$ cat src/rtl/pds_pkg.sv
package pds_pkg;
  localparam int B_REL  = 0;
  localparam int B_ISO  = 1;
  localparam int B_PON  = 2;
  localparam int B_PON2 = 3;
  localparam int B_CLKD = 4;
  localparam int MEM_LO = 8;
  localparam logic [15:0] UNLOCK_KEY = 16'h0B16;

  typedef enum logic [4:0] {
    S_IDLE,
    U_PON, U_PON2, U_WPG, U_CLK, U_ISO, U_REL, U_MEM, U_WACK, U_BP, U_WBP,
    D_BP, D_WBP, D_MEM, D_WACK, D_ISO, D_REL, D_CLK, D_PON, D_PON2, D_WPG
  } seq_state_e;
endpackage

$ cat src/rtl/pds_regif.sv
module pds_regif import pds_pkg::*; #(
  parameter int TMO_W   = 16,
  parameter int TMO_RST = 200
) (
  input  logic             clk,
  input  logic             rst_n,
  input  logic             bus_wr,
  input  logic [1:0]       bus_addr,
  input  logic [31:0]      bus_wdata,
  input  logic             busy,
  output logic             cmd_on,
  output logic             cmd_off,
  output logic [TMO_W-1:0] tmo_lim,
  output logic             err_ovr
);
  logic             unlk_q, unlk_d;
  logic [TMO_W-1:0] tmo_q, tmo_d;
  logic             ovr_q, ovr_d;
  logic             cmd_acc, key_wr, tmo_wr;

  always_comb begin
    key_wr  = bus_wr && (bus_addr == 2'd0);
    tmo_wr  = bus_wr && (bus_addr == 2'd2) && unlk_q;
    cmd_acc = bus_wr && (bus_addr == 2'd1) && unlk_q && (bus_wdata[0] || bus_wdata[1]);
    cmd_on  = cmd_acc && !busy && bus_wdata[0];
    cmd_off = cmd_acc && !busy && !bus_wdata[0] && bus_wdata[1];
    unlk_d  = key_wr ? ((bus_wdata[31:16] == UNLOCK_KEY) && bus_wdata[0]) : unlk_q;
    tmo_d   = tmo_wr ? bus_wdata[TMO_W-1:0] : tmo_q;
    ovr_d   = ovr_q;
    if (cmd_acc) ovr_d = busy;
  end

  always_ff @(posedge clk or negedge rst_n) begin
    if (!rst_n) begin
      unlk_q <= 1'b0;
      tmo_q  <= TMO_W'(TMO_RST);
      ovr_q  <= 1'b0;
    end else begin
      unlk_q <= unlk_d;
      if (tmo_wr) tmo_q <= tmo_d;
      ovr_q  <= ovr_d;
    end
  end

  assign tmo_lim = tmo_q;
  assign err_ovr = ovr_q;


  ovr_set_chk: assert property (@(posedge clk) disable iff (!rst_n)
    (busy && bus_wr && bus_addr == 2'd1 && unlk_q && (|bus_wdata[1:0])) |=> err_ovr);
endmodule

$ cat src/rtl/pds_wtimer.sv
module pds_wtimer #(
  parameter int TMO_W = 16
) (
  input  logic             clk,
  input  logic             rst_n,
  input  logic             run,
  input  logic [TMO_W-1:0] lim,
  output logic             expired
);
  logic [TMO_W-1:0] cnt_q, cnt_d;

  always_comb begin
    cnt_d   = run ? (cnt_q + 1'b1) : '0;
    expired = run && (cnt_q >= lim);
  end

  always_ff @(posedge clk or negedge rst_n) begin
    if (!rst_n) cnt_q <= '0;
    else        cnt_q <= cnt_d;
  end
endmodule

$ cat src/rtl/pds_fsm.sv
module pds_fsm import pds_pkg::*; #(
  parameter int               MEM_W    = 4,
  parameter logic [MEM_W-1:0] ACK_MASK = 4'b0011,
  parameter bit               USE_BP   = 1'b1,
  localparam int              CTL_W    = 8 + MEM_W
) (
  input  logic             clk,
  input  logic             rst_n,
  input  logic             cmd_on,
  input  logic             cmd_off,
  input  logic             pg1,
  input  logic             pg2,
  input  logic [MEM_W-1:0] mem_ack,
  input  logic             bp_ack,
  input  logic             expired,
  output logic [CTL_W-1:0] ctl_word,
  output logic             bp_req,
  output logic             busy,
  output logic             done,
  output logic             err_tmo,
  output logic             wait_st
);
  localparam logic [CTL_W-1:0] CTL_RST = {{MEM_W{1'b1}}, 3'b000, 5'b10010};

  seq_state_e       st_q, st_d;
  logic [CTL_W-1:0] ctl_q, ctl_d;
  logic             bp_q, bp_d, done_q, done_d, err_q, err_d;
  logic             ack_clr, ack_all;

  always_comb begin
    ack_clr = (mem_ack & ACK_MASK) == '0;
    ack_all = (mem_ack & ACK_MASK) == ACK_MASK;
    st_d    = st_q;
    ctl_d   = ctl_q;
    bp_d    = bp_q;
    done_d  = done_q;
    err_d   = err_q;
    wait_st = (st_q == U_WPG) || (st_q == U_WACK) || (st_q == U_WBP) ||
              (st_q == D_WBP) || (st_q == D_WACK) || (st_q == D_WPG);
    case (st_q)
      S_IDLE: begin
        if (cmd_on || cmd_off) begin
          done_d = 1'b0;
          err_d  = 1'b0;
          st_d   = cmd_on ? U_PON : (USE_BP ? D_BP : D_MEM);
        end
      end
      U_PON:  begin ctl_d[B_PON]  = 1'b1; st_d = U_PON2; end
      U_PON2: begin ctl_d[B_PON2] = 1'b1; st_d = U_WPG;  end
      U_WPG: begin
        if (pg1 && pg2) st_d = U_CLK;
        else if (expired) begin err_d = 1'b1; st_d = S_IDLE; end
      end
      U_CLK: begin ctl_d[B_CLKD] = 1'b0; st_d = U_ISO; end
      U_ISO: begin ctl_d[B_ISO]  = 1'b0; st_d = U_REL; end
      U_REL: begin ctl_d[B_REL]  = 1'b1; st_d = U_MEM; end
      U_MEM: begin ctl_d[CTL_W-1:MEM_LO] = '0; st_d = U_WACK; end
      U_WACK: begin
        if (ack_clr) begin
          if (USE_BP) st_d = U_BP;
          else begin done_d = 1'b1; st_d = S_IDLE; end
        end else if (expired) begin err_d = 1'b1; st_d = S_IDLE; end
      end
      U_BP: begin bp_d = 1'b0; st_d = U_WBP; end
      U_WBP: begin
        if (!bp_ack) begin done_d = 1'b1; st_d = S_IDLE; end
        else if (expired) begin err_d = 1'b1; st_d = S_IDLE; end
      end
      D_BP: begin bp_d = 1'b1; st_d = D_WBP; end
      D_WBP: begin
        if (bp_ack) st_d = D_MEM;
        else if (expired) begin err_d = 1'b1; st_d = S_IDLE; end
      end
      D_MEM: begin ctl_d[CTL_W-1:MEM_LO] = '1; st_d = D_WACK; end
      D_WACK: begin
        if (ack_all) st_d = D_ISO;
        else if (expired) begin err_d = 1'b1; st_d = S_IDLE; end
      end
      D_ISO:  begin ctl_d[B_ISO]  = 1'b1; st_d = D_REL;  end
      D_REL:  begin ctl_d[B_REL]  = 1'b0; st_d = D_CLK;  end
      D_CLK:  begin ctl_d[B_CLKD] = 1'b1; st_d = D_PON;  end
      D_PON:  begin ctl_d[B_PON]  = 1'b0; st_d = D_PON2; end
      D_PON2: begin ctl_d[B_PON2] = 1'b0; st_d = D_WPG;  end
      D_WPG: begin
        if (!pg1 && !pg2) begin done_d = 1'b1; st_d = S_IDLE; end
        else if (expired) begin err_d = 1'b1; st_d = S_IDLE; end
      end
      default: st_d = S_IDLE;
    endcase
  end

  always_ff @(posedge clk or negedge rst_n) begin
    if (!rst_n) begin
      st_q   <= S_IDLE;
      ctl_q  <= CTL_RST;
      bp_q   <= USE_BP;
      done_q <= 1'b0;
      err_q  <= 1'b0;
    end else begin
      st_q   <= st_d;
      ctl_q  <= ctl_d;
      bp_q   <= bp_d;
      done_q <= done_d;
      err_q  <= err_d;
    end
  end

  assign ctl_word = ctl_q;
  assign bp_req   = bp_q;
  assign busy     = st_q != S_IDLE;
  assign done     = done_q;
  assign err_tmo  = err_q;


  one_step_chk: assert property (@(posedge clk) disable iff (!rst_n)
    $countones({ctl_q[4:0] ^ $past(ctl_q[4:0]),
                |(ctl_q[CTL_W-1:MEM_LO] ^ $past(ctl_q[CTL_W-1:MEM_LO])),
                bp_q ^ $past(bp_q)}) <= 1);

  clk_after_pg_chk: assert property (@(posedge clk) disable iff (!rst_n)
    $fell(ctl_q[B_CLKD]) |-> $past(pg1 && pg2, 2));

  bp_last_chk: assert property (@(posedge clk) disable iff (!rst_n)
    $fell(bp_q) |-> ($past((mem_ack & ACK_MASK) == '0, 2) && ctl_q[B_REL]));

  iso_after_ack_chk: assert property (@(posedge clk) disable iff (!rst_n)
    $rose(ctl_q[B_ISO]) |-> $past((mem_ack & ACK_MASK) == ACK_MASK, 2));

  off_done_chk: assert property (@(posedge clk) disable iff (!rst_n)
    ($rose(done_q) && !ctl_q[B_PON2]) |-> $past(!pg1 && !pg2));

  tmo_hold_chk: assert property (@(posedge clk) disable iff (!rst_n)
    (err_q && st_q == S_IDLE) |=> ($stable(ctl_q) && $stable(bp_q)));
endmodule

$ cat src/rtl/pwr_dom_seq.sv
module pwr_dom_seq #(
  parameter int               MEM_W    = 4,
  parameter logic [MEM_W-1:0] ACK_MASK = 4'b0011,
  parameter bit               USE_BP   = 1'b1,
  parameter int               TMO_W    = 16,
  parameter int               TMO_RST  = 200,
  localparam int              CTL_W    = 8 + MEM_W
) (
  input  logic             clk,
  input  logic             rst_n,
  input  logic             bus_wr,
  input  logic [1:0]       bus_addr,
  input  logic [31:0]      bus_wdata,
  input  logic             pg_st1,
  input  logic             pg_st2,
  input  logic [MEM_W-1:0] mem_ack,
  input  logic             bp_ack,
  output logic [CTL_W-1:0] ctl_word,
  output logic             bp_req,
  output logic             busy,
  output logic             done,
  output logic             err_tmo,
  output logic             err_ovr
);
  logic [1:0]       rst_sync_q;
  logic             rst_int_n;
  logic             cmd_on, cmd_off, wait_st, expired;
  logic [TMO_W-1:0] tmo_lim;

  always_ff @(posedge clk or negedge rst_n) begin
    if (!rst_n) rst_sync_q <= 2'b00;
    else        rst_sync_q <= {rst_sync_q[0], 1'b1};
  end
  assign rst_int_n = rst_sync_q[1];

  pds_regif #(.TMO_W(TMO_W), .TMO_RST(TMO_RST)) u_regif (
    .clk(clk), .rst_n(rst_int_n), .bus_wr(bus_wr), .bus_addr(bus_addr),
    .bus_wdata(bus_wdata), .busy(busy), .cmd_on(cmd_on), .cmd_off(cmd_off),
    .tmo_lim(tmo_lim), .err_ovr(err_ovr));

  pds_wtimer #(.TMO_W(TMO_W)) u_timer (
    .clk(clk), .rst_n(rst_int_n), .run(wait_st), .lim(tmo_lim), .expired(expired));

  pds_fsm #(.MEM_W(MEM_W), .ACK_MASK(ACK_MASK), .USE_BP(USE_BP)) u_fsm (
    .clk(clk), .rst_n(rst_int_n), .cmd_on(cmd_on), .cmd_off(cmd_off),
    .pg1(pg_st1), .pg2(pg_st2), .mem_ack(mem_ack), .bp_ack(bp_ack),
    .expired(expired), .ctl_word(ctl_word), .bp_req(bp_req), .busy(busy),
    .done(done), .err_tmo(err_tmo), .wait_st(wait_st));
endmodule

$ cat config.mk
export PLATFORM = sky130hd
export DESIGN_NAME = pwr_dom_seq
export DESIGN_NICKNAME = d
export VERILOG_FILES = /design/src/rtl/pds_pkg.sv /design/src/rtl/pds_regif.sv /design/src/rtl/pds_wtimer.sv /design/src/rtl/pds_fsm.sv /design/src/rtl/pwr_dom_seq.sv
export SDC_FILE = /design/constraint.sdc
export NUM_CORES = 1
export LEC_CHECK = 0
export BUFFER_PORTS_ARGS = -buffer_cell sky130_fd_sc_hd__buf_2
export CAP_MARGIN = 20
export CORE_MARGIN = 2
export CORE_UTILIZATION = 40
export DETAILED_ROUTE_END_ITERATION = 6
export GPL_TIMING_DRIVEN = 0
export SLEW_MARGIN = 20
export SYNTH_ARGS = -nofsm -noshare
export SYNTH_HDL_FRONTEND = slang
export SYNTH_SLANG_ARGS = --single-unit
$ cat constraint.sdc
create_clock -name clk -period 2.27 [get_ports clk]
set_input_delay 0.1135 -clock clk [delete_from_list [all_inputs] [get_ports clk]]
set_output_delay 0.1135 -clock clk [all_outputs]
set_load 0.05 [all_outputs]
==> results of run 1 <==
==> critical path, stage by stage, from the launching register on <==
cell	delay, ps
dfrtp_1	390
inv_1	60
ha_1	260
nand2b_1	140
a2111o_1	420
a32oi_2	320
a21oi_1	170
a32o_1	250
==> metal layers <==
metal,GRT usage,wire length (um),share of wire,vias up
li1,-,-,-,1278
met1,0.235,3270,0.48,1236
met2,0.296,3210,0.47,83
met3,0.0334,313,0.046,4
met4,0.0278,36,0.0053,0
met5,0,0,0,-
==> stage by stage <==
step,utilization,worst slack (ps)
2_1_floorplan,-,340
3_3_place_gp,0.470,85.4
3_5_place_dp,0.473,51.9
4_1_cts,0.491,27.1
5_1_grt,0.493,-16.8
6_report,0.493,155
==> synth_stat cells, types with 2 or more instances <==
master    count
xor2_1        6
dfrtp_1      43
nor2_1       22
buf_1         2
nand2_1      22
mux2_2       16
buf_4         6
and4_1        2
ha_1         17
nor4_1        4
o31ai_1       3
a32oi_1       2
nand4b_1      3
buf_2         4
or3_1         5
o21ai_0      15
a31oi_1       4
conb_1        2
a21o_1        4
clkbuf_1      6
o21a_1        2
xnor2_1       5
nand4_1       8
and2_1        2
nand2b_1      6
o21ai_1       2
o22ai_1       2
dfstp_2       7
inv_1        26
nor2b_1       6
nand3b_1      2
nor3_1        6
nand3_1      12
a21oi_1      26
==> sequential cells by signal (all words and copies together), names as in the netlist <==
signal	cells
rst_sync_q	2
u_fsm.bp_req	1
u_fsm.ctl_word	6
u_fsm.done	1
u_fsm.err_tmo	1
u_fsm.st_q	5
u_regif.err_ovr	1
u_regif.tmo_lim	16
u_regif.unlk_q	1
u_timer.cnt_q	16
==> placed cells by master (no fill, tap or decap), drive strengths merged, types with 8 or more instances in the layout <==
master  count
ha         17
a21oi      27
nand2      22
nor2       22
nand4       8
mux2       16
o21ai      17
inv        27
clkbuf     12
buf        69
nand3      12
dfrtp      43
==> worst min path at each step <==
| stage | start | depth (start not counted) | to |
|---|---|---|---|
| after global placement | rst_n | 1 | rst_sync_q[1] |
| after floorplan | rst_n | 0 | rst_sync_q[0] |
| after CTS | bus_wdata[3] | 2 | u_regif.tmo_lim[3] |
| after detailed placement | rst_n | 1 | rst_sync_q[0] |
| after global routing | bus_wdata[4] | 2 | u_regif.tmo_lim[4] |
| final | bus_wdata[14] | 2 | u_regif.tmo_lim[14] |
==> what timing repair did <==
item,in CTS,in global routing
hold buffers,1,0
endpoints found under the setup margin,0,3
hold endpoints to repair,2,0
resized for setup,0,2
==> logic make-up (layout without fill, tap and decap cells) <==
family	after synthesis	after routing
multiplexers	16	16
adder cells (fa/ha/maj)	17	17
AO/OA/AOI/OAI	76	76
flip-flops	50	50
buffers and inverters	45	110
XOR/XNOR	11	11
other	2	4
AND/OR/NAND/NOR	106	106
==> where the power goes <==
part,internal (mW),switching (mW),leakage [nW],total [mW]
Clock,0.363,0.310,0.0618,0.673
Combinational,0.508,1.07,0.891,1.58
Sequential,1.02,0.0825,0.647,1.10
Total,1.89,1.46,1.60,3.35
==> final cells by class <==
| cell class | count | area, um2 | area share |
|---|---|---|---|
| tap | 99 | 124 | 0.0345 |
| multi-input combinational | 230 | 1580 | 0.439 |
| clock buffer | 6 | 82.6 | 0.0230 |
| buffer | 19 | 106 | 0.0296 |
| timing repair buffer | 57 | 305 | 0.0850 |
| inverter | 26 | 97.6 | 0.0272 |
| sequential | 50 | 1260 | 0.351 |
| clock inverter | 2 | 38.8 | 0.0108 |
==> impl_metrics.csv, run 1 <==
group,metric,value,unit
run_status,outcome,"completed",
timing,worst_pin_slew,544,ps
synth,async_flop_share,1.00,
synth,synth_top_family_by_area,"simple AND/OR/NAND/NOR gates",
clocking,clock-root-buffer,"clkbuf_8",
die,num_rows,31,
synth,synth_cell_types,57,
pwr,power.total,3.35,mW
synth,synth_compound_area_frac,0.161,
timing,fin_crit,2110,ps
clocking,clk_latency,300,ps
placement,dp.cells,480,
die,ios,61,
critical_path,worstReg2RegStart,"u_timer.cnt_q[0]",
synth,synth_edf_count,0,
synth,synth_seq_area_share,0.417,
synth,yosysTopAreaCell,"dfrtp_1",
clocking,cts_tree,"done",
synth,syn_inst,323,
critical_path,r2r_cells,7,
timing,timing.slew.headroom,0.638,
clocking,cts_buffers,5,
synth,ys_warn_count,0,
timing,hold_slack,37.5,ps
synth,synth-main-ff-cell,"dfrtp_1",
critical_path,critPathCaptureType,"flip-flop",
route,drt_iter0_drc,98,
die,core_area,7290,um2
route,ant_nets,0,
grt,grt_max_degree,27,
timing,fmax,0.473,GHz
placement,portBuffers,55,
synth,ys_ff_latch,50,
cells_and_area,fillers,750,
clocking,clk_pin_slew_worst_paths,100,ps
min_path,hp-class,"in -> reg",
clocking,htreeDepth,2,
timing,period_share,0.932,
route,via_count,2601,
synth,synthXorXnorAreaFrac,0.0319,
pwr,powerDensity,933,nW/um2
placement,hpwl,5.18,mm
grt,grt_pass1_vias,2598,
synth,synth_area,3020,um2
route,drt-total-wl,6.83,mm
pwr,leakagePower,1.60,nW
flow_run,maxCapViolCount,0,
route,first_pass_iters,4,
clocking,cts_buffer_depth,2,
synth,synthAdderAreaFrac,0.0705,
synth,synthSimpleGateAreaFrac,0.189,
timing,fin_skew,7.49,ps
timing,finalHoldViolations,0,
route,via_per_inst,5.32,
critical_path,cp.required,2470,ps
cells_and_area,n_antenna_cell,0,
die,start_util,0.414,
cells_and_area,fin_area,3590,um2
synth,netlist_top_cells_area,"dfrtp_1, ha_1, dfstp_2",
cells_and_area,stdcell_count,489,
synth,synth.area.mux_share,0.0597,
critical_path,path_class,"reg -> reg",
cells_and_area,syn_to_final_growth,19.0,%
timing,setup_viol,0,
critical_path,crit_path_max_fanout,4,
placement,gp_congestion,0.908,
timing,fin_setup_tns,0,ps
synth,avgSynthCellArea,9.35,um2
clocking,cts_setup_buffers,0,
critical_path,reg2reg_to,"u_fsm.err_tmo",
grt,grtUsageTotal,0.174,
grt,grt_antenna_before_repair,0,
critical_path,critPathLaunch,"u_timer.cnt_q[0]",
die,dieArea,8260,um2
cells_and_area,nets,450,
clocking,clkSinkCount,50,
critical_path,endpoint,"u_fsm.err_tmo",
timing,finalMaxSlewViolations,0,
route,drcViolationCount,0,
die,dieHeight,90.9,um
grt,grt.overflow.total,0,
pwr,ir_drop,0.000611,V
critical_path,reg2reg_setup_slack,160,ps
placement,dpl_cell_area,3450,um2
synth,synth_top_area_frac,0.356,
grt,grt_pass1_wl,11.9,mm
critical_path,startpoint_type,"flip-flop",
die,die_w,90.9,um
critical_path,cp.arrival,2310,ps
route,avgRoutedWirePerCell,14.0,um
cells_and_area,drive_gt1_frac,0.272,
(Power assumes the default switching activity.)
==> inputs of run 2 (changes only) <==
--- a/config.mk
+++ b/config.mk
@@ -11,6 +11,7 @@
 export CORE_UTILIZATION = 40
 export DETAILED_ROUTE_END_ITERATION = 6
 export GPL_TIMING_DRIVEN = 0
+export PLACE_DENSITY = 0.71
 export SLEW_MARGIN = 20
 export SYNTH_ARGS = -nofsm -noshare
 export SYNTH_HDL_FRONTEND = slang
==> run 2 against run 1 <==
Power is 4.5% lower. Maximum frequency fell by 3.3%. Combinational power barely moved. Sequential power about the same. Worst setup slack worse by 71 ps. Critical path depth fell by 1. Critical path type unchanged. Largest cell class unchanged. Largest power group unchanged.
==> impl_metrics.csv, run 2 (synthesized netlist as in run 1, its figures left out) <==
group,metric,value,unit
timing,fmax,0.457,GHz
route,drt_iter0_drc,76,
critical_path,r2r_cells,6,
grt,grt.overflow.total,0,
pwr,leakagePower,1.58,nW
critical_path,cp.arrival,2390,ps
die,dieHeight,90.9,um
grt,grt_max_degree,30,
die,ios,61,
cells_and_area,multi_input_area,1580,um2
run_status,outcome,"completed",
critical_path,startpoint_type,"flip-flop",
clocking,htreeDepth,2,
pwr,powerDensity,899,nW/um2
timing,period_share,0.963,
critical_path,path_class,"reg -> reg",
grt,grt_pass1_vias,2540,
route,via_count,2571,
cells_and_area,final_cell_mix,"buf_2, dfrtp_1, inv_1, a21oi_1",
critical_path,critPathLaunch,"u_timer.cnt_q[13]",
die,dieArea,8260,um2
clocking,cts_tree,"done",
critical_path,cp.required,2470,ps
pwr,ir_drop,0.000669,V
pwr,power.total,3.20,mW
timing,fin_crit,2190,ps
die,die_w,90.9,um
grt,grt_antenna_before_repair,0,
critical_path,worstReg2RegStart,"u_timer.cnt_q[13]",
placement,portBuffers,55,
timing,finalMaxSlewViolations,0,
placement,hpwl,5.27,mm
clocking,cts_buffers,5,
die,num_rows,31,
cells_and_area,n_antenna_cell,0,
timing,timing.slew.headroom,0.656,
timing,finalHoldViolations,0,
min_path,hp-class,"in -> reg",
route,avgRoutedWirePerCell,14.2,um
critical_path,reg2reg_setup_slack,80,ps
route,first_pass_iters,4,
cells_and_area,drive_gt1_frac,0.272,
route,ant_nets,0,
grt,grt_pass1_wl,11.6,mm
clocking,clk_pin_slew_worst_paths,100,ps
die,start_util,0.414,
route,via_per_inst,5.26,
clocking,clock-root-buffer,"clkbuf_8",
clocking,clkSinkCount,50,
timing,worst_pin_slew,516,ps
cells_and_area,nets,450,
min_path,hold_start,"bus_wdata[9]",
route,drcViolationCount,0,
clocking,cts_buffer_depth,2,
cells_and_area,syn_to_final_growth,17.9,%
placement,gp_congestion,0.920,
timing,fin_setup_tns,0,ps
critical_path,reg2reg_to,"u_fsm.st_q[4]",
min_path,hold_end,"u_regif.tmo_lim[9]",
route,drt-total-wl,6.94,mm
timing,fin_skew,7.57,ps
die,core_area,7290,um2
critical_path,crit_path_max_fanout,4,
grt,grtUsageTotal,0.171,
flow_run,maxCapViolCount,0,
timing,setup_viol,0,
critical_path,critPathCaptureType,"flip-flop",
cells_and_area,fillers,722,
cells_and_area,final_common_cell,"buf_2",
cells_and_area,seq_area,1260,um2
min_path,whs_path_depth,2,
clocking,clk_latency,310,ps
==> run 2: worst max-delay path by stage <==
| stage | end | slack (ps) | cells past startpoint |
|---|---|---|---|
| floorplan | u_fsm.err_tmo | 340 | 7 |
| global placement | u_fsm.err_tmo | 90 | 7 |
| detailed placement | u_fsm.err_tmo | 110 | 7 |
| CTS | u_fsm.err_tmo | 80 | 7 |
| global route | u_fsm.st_q[4] | -5 | 6 |
| finish | u_fsm.st_q[4] | 80 | 6 |
==> run 2: timing repair <==
item                                    CTS  global route
endpoints found under the setup margin    0             3
hold endpoints to repair                  2             0
hold buffers                              1             0
gates resized for setup                   0             2
buffers inserted                          0             0
==> run 2: worst max-delay path, stage by stage (launching register included) <==
cell	delay (ps)
dfrtp_1	420
ha_1	320
nand4_1	200
nor4_2	440
a32oi_2	210
a21o_1	200
a221o_1	280
==> run 2: final cells by class <==
cell class              instances  area share
plain buffers                  19      0.0299
inverters                      26      0.0274
multi-input cells             230       0.443
clock buffers                   5      0.0193
repair buffers                 57      0.0857
flip-flops and latches         50       0.354
clock inverters                 3     0.00597
well taps                      99      0.0348
==> run 2: metrics by stage <==
step	util	std cells	hold slack, ps	setup slack, ps	cell area, um2
2_1_floorplan	-	325	-182	340	3030
3_3_place_gp	0.470	479	-99.4	94.9	3430
4_1_cts	0.486	489	25.8	77.1	3550
3_5_place_dp	0.473	480	-95.5	108	3450
6_report	0.488	489	28.0	84.0	3560
5_1_grt	0.488	489	22.4	-5.38	3560
==> run 2: metal layers <==
metal / vias to the layer above / GRT usage / wire length (um)
li1: 1278 / - / -
met1: 1209 / 0.233 / 3280
met2: 74 / 0.280 / 3240
met3: 10 / 0.0275 / 303
met4: 0 / 0.0556 / 104
met5: - / 0 / 0
==> run 2: power breakdown <==
group          switching, mW  internal (mW)  total (mW)  leakage, nW
clock network          0.314          0.217       0.532       0.0441
registers             0.0810           1.02        1.10        0.647
logic                   1.06          0.508        1.57        0.891
total                   1.46           1.75        3.20         1.58
